--- config.mk ---
export PLATFORM = sky130hd
export DESIGN_NAME = strap_cfg_latch
export DESIGN_NICKNAME = d
export VERILOG_FILES = /design/src/rtl/strap_cfg_pkg.sv /design/src/rtl/strap_stab_cnt.sv /design/src/rtl/strap_sync_check.sv /design/src/rtl/strap_decode.sv /design/src/rtl/strap_cfg_latch.sv
export SDC_FILE = /design/constraint.sdc
export NUM_CORES = 1
export LEC_CHECK = 0
export BUFFER_PORTS_ARGS = -buffer_cell sky130_fd_sc_hd__buf_2
export CORE_AREA = 2 2 89 91
export CTS_CLUSTER_SIZE = 30
export DETAILED_ROUTE_END_ITERATION = 8
export DIE_AREA = 0 0 91 93
export GPL_ROUTABILITY_DRIVEN = 1
export SLEW_MARGIN = 20
export SYNTH_ARGS = -nofsm -noshare
export SYNTH_HDL_FRONTEND = slang
export SYNTH_HIERARCHICAL = 1
export SYNTH_SLANG_ARGS = --single-unit
--- constraint.sdc ---
create_clock -name clk -period 3.6 [get_ports clk]
set_input_delay 0.36 -clock clk [delete_from_list [all_inputs] [get_ports clk]]
set_output_delay 0.36 -clock clk [all_outputs]
set_load 0.02 [all_outputs]
--- src/rtl/strap_cfg_pkg.sv ---
package strap_cfg_pkg;

  // line coding per port, MSB from the high strap
  typedef enum logic [1:0] {
    SER_TP    = 2'b00,
    SER_FIBER = 2'b01,
    SER_AUI   = 2'b10,
    SER_SYNC  = 2'b11
  } ser_mode_e;

  // field positions inside the address strap group
  localparam int MEMSZ_POS = 0;  // offset past the device number
  localparam int IPG_POS   = 1;

  function automatic logic is_sync(input logic hi, input logic lo);
    return ser_mode_e'({hi, lo}) == SER_SYNC;
  endfunction

endpackage

--- src/rtl/strap_stab_cnt.sv ---
module strap_stab_cnt #(
  parameter int W     = 32,
  parameter int LIMIT = 10
) (
  input  logic         clk,
  input  logic         rst,
  input  logic         first,
  input  logic [W-1:0] pins,
  output logic [W-1:0] shadow,
  output logic         stable_ok
);
  localparam int CW = $clog2(LIMIT + 1);
  localparam logic [CW-1:0] LIM = CW'(LIMIT);

  logic [CW-1:0] cnt;

  always_ff @(posedge clk) begin
    if (rst) begin
      shadow <= pins;
      if (first || (pins != shadow)) cnt <= '0;
      else if (cnt != LIM)           cnt <= cnt + 1'b1;
    end
  end

  assign stable_ok = (cnt == LIM);


  cnt_range_chk: assert property (@(posedge clk) disable iff (rst)
    cnt <= LIM);


  cnt_frozen_chk: assert property (@(posedge clk) disable iff (rst)
    1'b1 |=> $stable(cnt) && $stable(shadow));

endmodule

--- src/rtl/strap_sync_check.sv ---
module strap_sync_check #(
  parameter int NP = 8
) (
  input  logic [NP-1:0] ser_hi,
  input  logic [NP-1:0] ser_lo,
  output logic          mix
);
  import strap_cfg_pkg::*;

  logic [NP-1:0] sync_vec;

  for (genvar i = 0; i < NP; i++) begin : g_port
    assign sync_vec[i] = is_sync(ser_hi[i], ser_lo[i]);
  end

  assign mix = (|sync_vec) && !(&sync_vec);

endmodule

--- src/rtl/strap_decode.sv ---
module strap_decode #(
  parameter int NP    = 8,
  parameter int DEV_W = 5
) (
  input  logic             clk,
  input  logic             rst,
  input  logic             capture,
  input  logic [DEV_W+1:0] addr_s,
  input  logic             memtype_s,
  input  logic [NP-1:0]    duplex_s,
  input  logic [NP-1:0]    ser_hi_s,
  input  logic [NP-1:0]    ser_lo_s,
  input  logic             stable_ok,
  output logic [DEV_W-1:0] dev_num,
  output logic             mem_1mb,
  output logic             ipg_idle_mode,
  output logic             mem_edo,
  output logic [NP-1:0]    full_dup,
  output logic [2*NP-1:0]  ser_mode,
  output logic             cfg_valid,
  output logic             setup_viol,
  output logic             ser_mix_err,
  output logic             mem_type_warn
);
  import strap_cfg_pkg::*;

  logic [2*NP-1:0] ser_pack;
  logic            mix_c;

  for (genvar i = 0; i < NP; i++) begin : g_pack
    assign ser_pack[2*i+1] = ser_hi_s[i];
    assign ser_pack[2*i]   = ser_lo_s[i];
  end

  strap_sync_check #(.NP(NP)) u_sync (
    .ser_hi (ser_hi_s),
    .ser_lo (ser_lo_s),
    .mix    (mix_c)
  );

  always_ff @(posedge clk) begin
    if (rst) begin
      dev_num       <= '0;
      mem_1mb       <= 1'b0;
      ipg_idle_mode <= 1'b0;
      mem_edo       <= 1'b0;
      full_dup      <= '0;
      ser_mode      <= '0;
      cfg_valid     <= 1'b0;
      setup_viol    <= 1'b0;
      ser_mix_err   <= 1'b0;
      mem_type_warn <= 1'b0;
    end else if (capture) begin
      dev_num       <= addr_s[DEV_W-1:0];
      mem_1mb       <= addr_s[DEV_W+MEMSZ_POS];
      ipg_idle_mode <= addr_s[DEV_W+IPG_POS];
      mem_edo       <= memtype_s;
      full_dup      <= duplex_s;
      ser_mode      <= ser_pack;
      cfg_valid     <= 1'b1;
      setup_viol    <= !stable_ok;
      ser_mix_err   <= mix_c;
      mem_type_warn <= !memtype_s;
    end
  end


  cfg_hold_chk: assert property (@(posedge clk) disable iff (rst)
    cfg_valid |=> cfg_valid && $stable(dev_num) && $stable(ser_mode)
                && $stable(full_dup) && $stable(setup_viol) && $stable(ser_mix_err));


  valid_src_chk: assert property (@(posedge clk) disable iff (rst)
    $rose(cfg_valid) |-> $past(capture));


  warn_pair_chk: assert property (@(posedge clk) disable iff (rst)
    cfg_valid |-> (mem_type_warn != mem_edo));

endmodule

--- src/rtl/strap_cfg_latch.sv ---
module strap_cfg_latch #(
  parameter int NUM_PORTS    = 8,
  parameter int SETUP_CYCLES = 10,
  parameter int DEV_W        = 5
) (
  input  logic                   clk,
  input  logic                   rst,
  input  logic [DEV_W+1:0]       addr_strap,
  input  logic                   memtype_strap,
  input  logic [NUM_PORTS-1:0]   duplex_strap,
  input  logic [NUM_PORTS-1:0]   ser_hi_strap,
  input  logic [NUM_PORTS-1:0]   ser_lo_strap,
  output logic [DEV_W-1:0]       dev_num,
  output logic                   mem_1mb,
  output logic                   ipg_idle_mode,
  output logic                   mem_edo,
  output logic [NUM_PORTS-1:0]   full_dup,
  output logic [2*NUM_PORTS-1:0] ser_mode,
  output logic                   cfg_valid,
  output logic                   setup_viol,
  output logic                   ser_mix_err,
  output logic                   mem_type_warn
);
  localparam int AW = DEV_W + 2;
  localparam int PW = AW + 1 + 3*NUM_PORTS;

  logic          rst_q;
  logic          first;
  logic          capture;
  logic          stable_ok;
  logic [PW-1:0] pins;
  logic [PW-1:0] shadow;

  always_ff @(posedge clk) rst_q <= rst;

  assign first   = rst && !rst_q;
  assign capture = !rst && rst_q;
  assign pins    = {ser_hi_strap, ser_lo_strap, duplex_strap, memtype_strap, addr_strap};

  strap_stab_cnt #(.W(PW), .LIMIT(SETUP_CYCLES)) u_cnt (
    .clk       (clk),
    .rst       (rst),
    .first     (first),
    .pins      (pins),
    .shadow    (shadow),
    .stable_ok (stable_ok)
  );

  strap_decode #(.NP(NUM_PORTS), .DEV_W(DEV_W)) u_dec (
    .clk           (clk),
    .rst           (rst),
    .capture       (capture),
    .addr_s        (shadow[AW-1:0]),
    .memtype_s     (shadow[AW]),
    .duplex_s      (shadow[AW+1 +: NUM_PORTS]),
    .ser_lo_s      (shadow[AW+1+NUM_PORTS +: NUM_PORTS]),
    .ser_hi_s      (shadow[AW+1+2*NUM_PORTS +: NUM_PORTS]),
    .stable_ok     (stable_ok),
    .dev_num       (dev_num),
    .mem_1mb       (mem_1mb),
    .ipg_idle_mode (ipg_idle_mode),
    .mem_edo       (mem_edo),
    .full_dup      (full_dup),
    .ser_mode      (ser_mode),
    .cfg_valid     (cfg_valid),
    .setup_viol    (setup_viol),
    .ser_mix_err   (ser_mix_err),
    .mem_type_warn (mem_type_warn)
  );


  viol_valid_chk: assert property (@(posedge clk) disable iff (rst)
    (setup_viol || ser_mix_err || mem_type_warn) |-> cfg_valid);


  mix_code_chk: assert property (@(posedge clk) disable iff (rst)
    ser_mix_err |-> (ser_mode != '1) && (ser_mode != '0));

endmodule

---- Word level (Yosys, flattened, before mapping) ----
Cells that the tools add are included.
word-level totals
  register bits ........................... 73
  bits of input ports ..................... 34
  logic and storage cells ................. 39
cells by class
  $add $sub $neg .......................... 1
  equal/unequal tests ..................... 11
  mux-type cells .......................... 1
  reductions and logical operators ........ 13
operators with widths
  cell                                          number
  inequality test 32 bit                        1
  == test 2 bit, second input constant          8
  AND reduction 8 bit                           1
  OR reduction 8 bit                            1
  zero test 1 bit                               5
  adder 4 x 1 -> 4 bit, second input constant   1
  == test 4 bit, second input constant          1
  two-way mux 4 bit                             1
  inequality test 4 bit, second input constant  1
  logical AND 1 bit                             3
  AND reduction 2 bit                           1
  nonzero test 2 bit                            1
  logical OR 1 bit                              1

---- Longest topological paths before layout ----
  word-level depth ........................ 5
  depth in mapped cells ................... 5
  depth with buffers taken out ............ 5

---- By module ----
Netlist, hierarchy kept.
modules (own cells, without submodules)
  module            times used  cells an instance  area an instance (µm²)  sequential area each (µm²)
  strap_stab_cnt    1           100                1552.7                  1081.0
  strap_decode      1           116                1282.5                  720.7
  strap_sync_check  1           10                 85.1                    0.0
  strap_cfg_latch   1           3                  35.0                    20.0

---- Worst setup path before layout ----
OpenSTA, ideal clock, no wires.
  kind .................................... register to register
  start ................................... register u_cnt.shadow[19]
  end ..................................... register u_cnt.cnt[0] (enable)
  setup time .............................. 258 ps
  arrival ................................. 1316 ps
  slack ................................... 2025 ps
  stages on the path, launching flop included .. 6
  path buffers ............................ 0
  clock period less this slack ............ 1575 ps
  cell sequence ........................... edfxtp_1 > xor2_1 > nor4_1 > nand4_1 > nand2b_1 > o21a_1
on the way
  cells in the longest elaborated chain, start to end .. 4
ends and longest elaborated chain
  element                        RTL line              text
  start: declaration             strap_stab_cnt.sv:9   output logic [W-1:0] shadow,
  start signal: assignment       strap_stab_cnt.sv:19  shadow <= pins;
  inequality test 32 bit         strap_stab_cnt.sv:20  if (first || (pins != shadow)) cnt <= '0;
  logical OR 1 bit               strap_stab_cnt.sv:20
  nonzero test 2 bit (no line)   -
  AND reduction 2 bit (no line)  -
  end signal: assignment         strap_stab_cnt.sv:21  else if (cnt != LIM) cnt <= cnt + 1'b1;
  end: declaration               strap_stab_cnt.sv:15  logic [CW-1:0] cnt;
No other way between the ends.
A chain may end at the register's enable or synchronous reset.

---- Final worst setup path ----
  start ................................... register u_cnt.shadow[27]
  end ..................................... register u_cnt.cnt[3] (enable)
The elaborated chain is that of the path after synthesis.

==> results.toml <==
[floorplan]
die_area_um2 = 8460
pin_count = 70
placementRows = 32
die_h_um = 93
start_util = 0.393
fp.dieW_um = 91
core_area_um2 = 7530

[power]
power_density_nw_per_um2 = 517
power_frac_comb = 0.108
clkPwrFrac = 0.368
p_sw_uw = 448
p_sw_frac = 0.240
power.leakage_nw = 1.46
peakVddDrop_mv = 0.292
finalPower_mw = 1.86
seqPwrFrac = 0.524
p_int_mw = 1.41

[placement]
place_area_um2 = 3370
preCtsSetupSlack_ns = 1.50
portBuffers = 69
place_hpwl_um = 4210
dp.cells = 393
gp_congestion = 0.741

[timing]
fin_crit_ns = 1.79
fin_ws_ns = 1.81
max_freq_mhz = 558
hold_viol = 0
clock_skew_ns = 0.00658
slew_viol_final = 0
hold_ws_ns = 0.219
grt_setup_unrepaired = "false"
setup_viol = 0
fin_crit_sh = 0.498
fin_tns_setup_ns = 0
slew_headroom = 0.473
tightest_slew_ns = 0.791

[clocking]
cts_root_buffer = "clkbuf_8"
clock-sinks = 73
holdBufCountCts = 0
cts_tree = "yes"
insertion_delay_ns = 0.34
postCtsResizedCells = 0
path_clk_slew_ns = 0.08
h-tree-depth = 3
post_cts_buffers = 0
cts_max_path_buffers = 2
cts_buffers = 9

[final_layout]
multi_input_area_um2 = 1050
num-fill-cells = 724
nets = 338
drive_gt1_frac = 0.300
antenna_cells = 0
fin_cells = 409
design_area_um2 = 3600
regArea_um2 = 1820
area_delta_synth_final_pct = 21.7
fin_util = 0.478

[logic_synthesis]
async_flop_share = 0
syn-cell-area_um2 = 2960
syn_inst = 229
synth.distinct_cells = 32
synth_area_leaders = "edfxtp_1 37%, dfxtp_1 25%, mux2i_1 11%"
synth_seq_area_share = 0.616
synth.top_cell.area_share = 0.366
synthFlopType = "dfxtp_1"
synth_seq_cells = 73
synth-edff-count = 36
syn_avg_cell_area_um2 = 12.9
ys.warnings.count = 6
syn_nets = 265
post-synth-top-area-cell = "edfxtp_1"

[global_routing]
grt_max_degree = 72
grt_overflow = 0
grt_pass1_wl_um = 9740
antenna_found_initial = 0
grt_pass1_vias = 1915
grt_usage = 0.151

[critical_path]
crit_type = "reg -> reg"
rrSetupSlack_ns = 1.81
arrival_ns = 1.88
worst_ep_required_time_ns = 3.68
crit_slowest_cell = "edfxtp_1"
cp_max_fo = 4
cpPeakStageDelay_ns = 0.46
cp_cell_sequence = "xor2_1 -> nor4_1 -> nand4_1 -> nand2b_1 -> o21a_1"
cp-end-kind = "flip-flop"
crit_path_start_kind = "flip-flop"

[routing]
num_vias = 1942
wl_um = 6100
drt-initial-drc-count = 81
viasPerCell = 4.75
firstDrtPassIters = 4
drc = 0
ant_nets = 0
wire_per_inst_um = 14.9

[run_status]
outcome = "complete, no violations"

[hold_path]
hold_class = "in -> reg"

[flow_run]
maxCapViolations = 0
==> layout make-up <==
| type | count | area share |
|---|---|---|
| clock inverter | 2 | 0.00313 |
| timing repair buffer | 70 | 0.0981 |
| tap | 102 | 0.0355 |
| sequential | 73 | 0.506 |
| inverter | 4 | 0.00417 |
| multi-input combinational | 144 | 0.293 |
| clock buffer | 14 | 0.0602 |
==> kinds of logic after synthesis <==
family                   after synthesis  synth area share
AO/OA/AOI/OAI                         12            0.0385
XOR/XNOR                              29            0.0859
adder cells (fa/ha/maj)                2           0.00847
buffers and inverters                 12            0.0279
flip-flops                            73             0.616
multiplexers                          33             0.112
AND/OR/NAND/NOR                       68             0.111
==> power by group through the flow <==
stage          Clock, mW  Combinational [mW]  Sequential [mW]
6_report           0.686               0.200            0.975
2_1_floorplan          0               0.105             1.01
4_1_cts            0.711               0.204            0.976
3_5_place_dp           0               0.202            0.994
5_1_grt            0.750               0.219            0.983
3_3_place_gp           0               0.200            0.992
==> layout by cell type, fill, tap and decap left out <==
cell,netlist,layout
clkbuf_1,0,1
nor3_1,2,2
ha_1,2,2
nand3_1,3,3
xnor2_1,22,22
nand2b_1,2,2
o2111ai_1,1,1
xor2_1,7,7
edfxtp_1,36,36
nand4_1,9,9
inv_1,4,4
clkbuf_8,0,10
clkinv_2,0,1
dfxtp_1,37,37
buf_4,1,1
nor2b_1,4,4
nand4b_1,1,1
inv_4,0,1
a211oi_2,2,2
buf_2,3,69
mux2i_1,33,33
a22o_2,1,1
and2b_4,0,1
o22ai_1,1,1
clkbuf_16,0,3
a221oi_2,2,2
nor4_1,2,2
a22o_1,1,1
o21a_1,1,1
nor4_2,1,1
nor2_1,42,42
a22oi_1,1,1
a21oi_1,2,2
and3b_1,1,1
==> worst paths after layout <==
kind / startpoint / end / cells after the start
worst max-delay path: u_cnt/shadow[27]$_DFFE_PP_ / u_cnt/cnt[3]$_SDFFCE_PP0P_ / 5
worst min-delay path: duplex_strap[7] / u_cnt/shadow[15]$_DFFE_PP_ / 1
worst max register to register: u_cnt/shadow[27]$_DFFE_PP_ / u_cnt/cnt[3]$_SDFFCE_PP0P_ / 5
worst min register to register: u_dec/cfg_valid$_SDFFE_PP0P_ / u_dec/cfg_valid$_SDFFE_PP0P_ / 2
==> layer usage <==
layer	vias to the layer above	share of wire	GRT usage
met5	-	0	0
met4	0	0.011	0.0581
li1	958	-	-
met1	923	0.46	0.194
met2	54	0.47	0.232
met3	7	0.056	0.0564
==> flip-flops by register name, summed over array words and instances, names as in the netlist <==
signal	count
rst_q	1
u_dec/mem_1mb	1
u_dec/mem_edo	1
u_cnt/cnt	4
u_dec/full_dup	8
u_dec/dev_num	5
u_dec/setup_viol	1
u_dec/cfg_valid	1
u_cnt/shadow	32
u_dec/mem_type_warn	1
u_dec/ipg_idle_mode	1
u_dec/ser_mode	16
u_dec/ser_mix_err	1
==> synthesized netlist by cell type (2+ instances only) <==
master / count
buf_8: 2
ha_1: 2
a211oi_2: 2
xor2_1: 7
mux2i_1: 33
nor2b_1: 4
nor2_1: 42
dfxtp_1: 37
a221oi_2: 2
nand4_1: 9
xnor2_1: 22
a21oi_1: 2
inv_1: 4
nor3_1: 2
buf_2: 3
edfxtp_1: 36
nand2b_1: 2
nor4_1: 2
nand3_1: 3
==> critical path: cells and delay by family, from the launching register on <==
family / cells / cell delay [ns]
XOR/XNOR: 1 / 0.20
AND/OR/NAND/NOR: 3 / 0.63
flip-flops: 1 / 0.46
AO/OA/AOI/OAI: 1 / 0.25
Note: power is estimated with default switching activity, not from simulation.
